[src/rtl/smi_gate_pkg.sv]
package smi_gate_pkg;
    localparam int REG_W  = 32;
    localparam int NSRC   = 6;
    localparam int B_USBV = 18;
    localparam int B_USBL = 17;
    localparam int B_PER  = 14;
    localparam int B_TCO  = 13;
    localparam int B_MCT  = 11;
    localparam int B_REL  = 7;
    localparam int B_SWT  = 6;
    localparam int B_APM  = 5;

    // enable bit position of each gated source, index = source number
    localparam int SRC_POS [NSRC] = '{B_USBV, B_USBL, B_PER, B_TCO, B_MCT, B_APM};

    localparam logic [REG_W-1:0] RW_MASK =
        (REG_W'(1) << B_USBV) | (REG_W'(1) << B_USBL) | (REG_W'(1) << B_PER) |
        (REG_W'(1) << B_TCO)  | (REG_W'(1) << B_MCT)  | (REG_W'(1) << B_SWT) |
        (REG_W'(1) << B_APM);

    typedef struct packed {
        logic [REG_W-1:0] en;
        logic             glb;
    } enreg_st_t;

    typedef struct packed {
        logic smi;
        logic swt;
    } gate_st_t;
endpackage

[src/rtl/smi_enreg.sv]
module smi_enreg
    import smi_gate_pkg::*;
(
    input  logic             clk,
    input  logic             rst_n,
    input  logic             wr_en,
    input  logic [REG_W-1:0] wr_data,
    input  logic             tco_lock,
    input  logic             glb_clr,
    output logic [REG_W-1:0] en_bits,
    output logic             glb_sts
);
    enreg_st_t st_d, st_q;
    logic [REG_W-1:0] wmask;
    logic             rel_hit;

    always_comb begin
        st_d    = st_q;
        wmask   = RW_MASK;
        if (tco_lock) wmask[B_TCO] = 1'b0;
        rel_hit = wr_en & wr_data[B_REL];
        if (wr_en) st_d.en = (st_q.en & ~wmask) | (wr_data & wmask);
        st_d.glb = (st_q.glb & ~glb_clr) | rel_hit;
    end

    always_ff @(posedge clk or negedge rst_n) begin
        if (!rst_n) st_q <= '0;
        else        st_q <= st_d;
    end

    assign en_bits = st_q.en;
    assign glb_sts = st_q.glb;
endmodule

[src/rtl/smi_swtimer.sv]
module smi_swtimer #(
    parameter int unsigned TICK_0 = 16,
    parameter int unsigned TICK_1 = 64,
    parameter int unsigned TICK_2 = 256,
    parameter int unsigned TICK_3 = 1024
) (
    input  logic       clk,
    input  logic       rst_n,
    input  logic       run,
    input  logic [1:0] rate_sel,
    output logic       expire
);
    localparam int unsigned MAX01 = (TICK_0 > TICK_1) ? TICK_0 : TICK_1;
    localparam int unsigned MAX23 = (TICK_2 > TICK_3) ? TICK_2 : TICK_3;
    localparam int unsigned MAXT  = (MAX01 > MAX23) ? MAX01 : MAX23;
    localparam int          CW    = $clog2(MAXT + 1);

    typedef struct packed {
        logic [CW-1:0] cnt;
        logic          fired;
    } tmr_st_t;

    tmr_st_t       st_d, st_q;
    logic [CW-1:0] lim;

    always_comb begin
        case (rate_sel)
            2'd0:    lim = CW'(TICK_0);
            2'd1:    lim = CW'(TICK_1);
            2'd2:    lim = CW'(TICK_2);
            default: lim = CW'(TICK_3);
        endcase
        expire = run & ~st_q.fired & (st_q.cnt == lim - CW'(1));
        st_d   = st_q;
        if (!run) begin
            st_d.cnt   = '0;
            st_d.fired = 1'b0;
        end else if (expire) begin
            st_d.cnt   = '0;
            st_d.fired = 1'b1;
        end else if (!st_q.fired) begin
            st_d.cnt   = st_q.cnt + CW'(1);
        end
    end

    always_ff @(posedge clk or negedge rst_n) begin
        if (!rst_n) st_q <= '0;
        else        st_q <= st_d;
    end
endmodule

[src/rtl/smi_source_gate.sv]
module smi_source_gate
    import smi_gate_pkg::*;
(
    input  logic             clk,
    input  logic             rst_n,
    input  logic [REG_W-1:0] en_bits,
    input  logic [NSRC-1:0]  ev_src,
    input  logic             ev_nmi,
    input  logic             nmi2smi_en,
    input  logic             tmr_expire,
    input  logic             eos,
    input  logic             swt_clr,
    output logic             smi_req,
    output logic             swt_sts
);
    logic [NSRC-1:0] gated;
    logic            any_hit;
    gate_st_t        st_d, st_q;

    for (genvar i = 0; i < NSRC; i++) begin : g_gate
        assign gated[i] = ev_src[i] & en_bits[SRC_POS[i]];
    end

    always_comb begin
        any_hit = (|gated) | (ev_nmi & nmi2smi_en) | tmr_expire;
        st_d.smi = (st_q.smi & ~eos) | any_hit;
        st_d.swt = (st_q.swt & ~swt_clr) | tmr_expire;
    end

    always_ff @(posedge clk or negedge rst_n) begin
        if (!rst_n) st_q <= '0;
        else        st_q <= st_d;
    end

    assign smi_req = st_q.smi;
    assign swt_sts = st_q.swt;
endmodule

[src/rtl/smi_gate.sv]
module smi_gate
    import smi_gate_pkg::*;
#(
    parameter int unsigned TICK_0 = 16,
    parameter int unsigned TICK_1 = 64,
    parameter int unsigned TICK_2 = 256,
    parameter int unsigned TICK_3 = 1024
) (
    input  logic        clk,
    input  logic        rst_n,
    input  logic        wr_en,
    input  logic [31:0] wr_data,
    output logic [31:0] rd_data,
    input  logic        tco_lock,
    input  logic        nmi2smi_en,
    input  logic [1:0]  rate_sel,
    input  logic        ev_usb_vnd,
    input  logic        ev_usb_leg,
    input  logic        ev_periodic,
    input  logic        ev_tco,
    input  logic        ev_mc_trap,
    input  logic        ev_apm_wr,
    input  logic        ev_nmi,
    input  logic        eos,
    input  logic        glb_clr,
    input  logic        swt_clr,
    output logic        smi_req,
    output logic        sci_req,
    output logic        glb_sts,
    output logic        swt_sts
);
    logic [REG_W-1:0] en_bits;
    logic [NSRC-1:0]  ev_src;
    logic             tmr_expire;

    // order follows SRC_POS in the package
    assign ev_src = {ev_apm_wr, ev_mc_trap, ev_tco, ev_periodic, ev_usb_leg, ev_usb_vnd};

    smi_enreg u_reg (
        .clk      (clk),
        .rst_n    (rst_n),
        .wr_en    (wr_en),
        .wr_data  (wr_data),
        .tco_lock (tco_lock),
        .glb_clr  (glb_clr),
        .en_bits  (en_bits),
        .glb_sts  (glb_sts)
    );

    smi_swtimer #(
        .TICK_0 (TICK_0),
        .TICK_1 (TICK_1),
        .TICK_2 (TICK_2),
        .TICK_3 (TICK_3)
    ) u_tmr (
        .clk      (clk),
        .rst_n    (rst_n),
        .run      (en_bits[B_SWT]),
        .rate_sel (rate_sel),
        .expire   (tmr_expire)
    );

    smi_source_gate u_gate (
        .clk        (clk),
        .rst_n      (rst_n),
        .en_bits    (en_bits),
        .ev_src     (ev_src),
        .ev_nmi     (ev_nmi),
        .nmi2smi_en (nmi2smi_en),
        .tmr_expire (tmr_expire),
        .eos        (eos),
        .swt_clr    (swt_clr),
        .smi_req    (smi_req),
        .swt_sts    (swt_sts)
    );

    assign rd_data = en_bits & RW_MASK;
    assign sci_req = glb_sts;
endmodule

[config.mk]
export PLATFORM = sky130hd
export DESIGN_NAME = smi_gate
export DESIGN_NICKNAME = d
export VERILOG_FILES = /design/src/rtl/smi_gate_pkg.sv /design/src/rtl/smi_enreg.sv /design/src/rtl/smi_swtimer.sv /design/src/rtl/smi_source_gate.sv /design/src/rtl/smi_gate.sv
export SDC_FILE = /design/constraint.sdc
export NUM_CORES = 1
export LEC_CHECK = 0
export BUFFER_PORTS_ARGS = -buffer_cell sky130_fd_sc_hd__buf_2
export CORE_MARGIN = 4
export CORE_UTILIZATION = 48
export DETAILED_ROUTE_END_ITERATION = 7
export GPL_TIMING_DRIVEN = 1
export PLACE_DENSITY = 0.85
export SETUP_SLACK_MARGIN = 0.5
export SLEW_MARGIN = 15
export SYNTH_ARGS = -nofsm -noshare
export SYNTH_HDL_FRONTEND = slang
export SYNTH_HIERARCHICAL = 1
export SYNTH_SLANG_ARGS = --single-unit
[constraint.sdc]
create_clock -name clk -period 2.92 [get_ports clk]
set_input_delay 0.584 -clock clk [delete_from_list [all_inputs] [get_ports clk]]
set_output_delay 0.584 -clock clk [all_outputs]
set_load 0.03 [all_outputs]
==> impl_results.md <==
- Status: complete, no violations
- Initial Utilization: 0.496
- Vias per cell: between 4 and 5
- Final setup fails: 0
- Drt total wl: 2390 um
- Power share of the clock group: 0.229
- Gpl congestion: 0.733
- Clock-pin slew on the worst setup and hold paths: around 0.12 ns
- Max Clk Rate: around 540 MHz
- Worst Hold Class: input pin to asynchronous set/reset pin
- Longest Clk Path Bufs: 2
- Crit path to: u_gate/smi_req$_DFF_PN0_
- Clock skew: approximately 0.0046 ns
- First-pass GRT wire length: around 4000 um
- Post-Synthesis Mean Instance Area: around 11 sq um
- Reg2Reg Setup Slack: ~1.2 ns
- Site Rows: 19
- GRT Residual Overflow: 0
- Post-Syn Instances: 129
- Pre-CTS setup slack: ~0.71 ns
- Hold Fails Final Rpt: 0
- DRC violations left: 0
- Post-route ant nets: 0
- Worst skew pair latency: ~0.30 ns
- Worst Setup Path Type: input pin to register
- Post CTS Setup Buffer Count: 0
- Gr usage total: 0.137
- Max FO, Critical Path: 4
- H-tree level count: 1
- DRT iter0 DRCs: 31
- Max Slew Vio Count: 0
- First-pass DRT Iterations: 4
- Share of layout cells above drive strength 1: 0.327
- Final Cycle Share: 0.639
- RSZ-0062 raised after global routing: false
- Mapped Area: roughly 0.0014 sq mm
- Fillers: 254
- CTS tree: done
- Post-route setup TNS: 0 ns
- Max-cap violations: 0
- WP data required: 3.17 ns
- RR Endpoint: u_gate/smi_req$_DFF_PN0_
- Design Area, Final: 0.00147 sq mm
- CORE AREA: roughly 0.0027 sq mm
- CP Capture Type: register
- DP HPWL: about 1900 um
- Crit path launch: rate_sel[1]
- Placed Area: roughly 0.0014 sq mm
- # diodes: 0
- Final min period: roughly 1.9 ns
- CTS Buf Count: 3
- Reg-to-Reg Start: u_tmr/st_q[5]$_DFFE_PN0P_
- Area growth from synthesis to layout: 8.30%
- Number of global-route vias before repair: roughly 930
- Clock sink count: 22
- Power share of the combinational group: 0.264
- Top Ports: 85
- Post-cts hold buffer count: 0
- CTS-repair resized insts: 0
- FF-to-FF path depth: 6
- Total internal power: 0.000471 W
- Die Height: around 61 um
- Vias: roughly 940
- Wire per inst: about 12 um
- I/O Buffers: 35
- Crit path DAT: 2.11 ns
- Initial antenna violation count: 0
- Power density over the cells: just under 500 mW/mm^2
- Layout Nets: around 210
- Reg power frac: 0.507
- Chip width: roughly 60 um
- Root buffer cell: clkbuf_4
- Final worst slack: around 1.1 ns
- P_leak: 0.748 nW
- DIE AREA: 0.00374 sq mm
- CP Launch Type: input pin
- NetSw: between 0.0002 and 0.00025 W
- Sw Share: 0.334
- Power, Total: about 0.00071 W
- Area of the multi-input gates: roughly 650 sq um
- Hold WS: 0.223 ns
- Ys Warns: 6
- Largest net degree at the start of global routing: 23
- Register Area: approximately 550 sq um
- Peak VDD IR: 0.000348 V
## power groups by stage
stage               registers, W  clock network [W]  logic [W]
floorplan               0.000384                  0   0.000142
global placement        0.000362                  0   0.000182
detailed placement      0.000365                  0   0.000187
CTS                     0.000359           0.000172   0.000188
global route            0.000363           0.000186   0.000206
finish                  0.000359           0.000162   0.000187
## flip-flops by register name, summed over array words and instances (netlist names), named ones only
name,count
u_gate/smi_req,1
u_reg/en_bits,6
u_reg/glb_sts,1
u_tmr/st_q,12
u_gate/swt_sts,1
## layout make-up
class / instances / share of cell area
multi-input cells: 95 / 0.440
flip-flops and latches: 22 / 0.375
repair buffers: 35 / 0.119
well taps: 31 / 0.0264
clock buffers: 4 / 0.0247
inverters: 6 / 0.0153
## how the worst min path moves through the flow
stage                                   startpoint                      endpoint  slack (ns)  depth (start not counted)
after floorplan                              rst_n      u_gate/smi_req$_DFF_PN0_        0.29                          0
after global placement    u_gate/swt_sts$_DFF_PN0_      u_gate/swt_sts$_DFF_PN0_        0.46                          1
after detailed placement  u_gate/swt_sts$_DFF_PN0_      u_gate/swt_sts$_DFF_PN0_        0.46                          1
after CTS                                    rst_n  u_reg/en_bits[5]$_DFFE_PN0P_        0.22                          1
after global routing                         rst_n  u_reg/en_bits[5]$_DFFE_PN0P_        0.24                          1
final                                        rst_n      u_gate/smi_req$_DFF_PN0_        0.22                          1
## stage by stage
step	instances	util
after floorplan	153	-
after global placement	189	0.524
after detailed placement	189	0.524
after CTS	193	0.537
after global routing	193	0.537
final	193	0.537
## worst max-delay path: stages
cell and delay (ns):
buf_2 0.12, nor2_1 0.13, inv_1 0.06, ha_1 0.31
xor2_1 0.24, nand4_1 0.15, a21oi_1 0.22, and2_1 0.20
a21oi_1 0.05, nand3_1 0.06
## layout by cell type (no fill, tap or decap), drive strengths merged, types with 2 or more instances in the layout
cell type,instances
and4,2
dfrtp,22
nor4,2
a21oi,2
nand3,3
clkbuf,4
ha,2
buf,35
nor2,13
xnor2,7
nand2,5
xor2,6
conb,25
mux2,7
nand4,2
inv,6
## per-layer routing
layer | up-vias | GRT usage | share of wire
met3 | 2 | 0.0252 | 0.095
met5 | - | 0 | 0
met2 | 52 | 0.245 | 0.49
li1 | 451 | - | -
met1 | 436 | 0.170 | 0.41
met4 | 0 | 0.0372 | 0.0038
No activity file was read; power rests on OpenSTA's default activity.
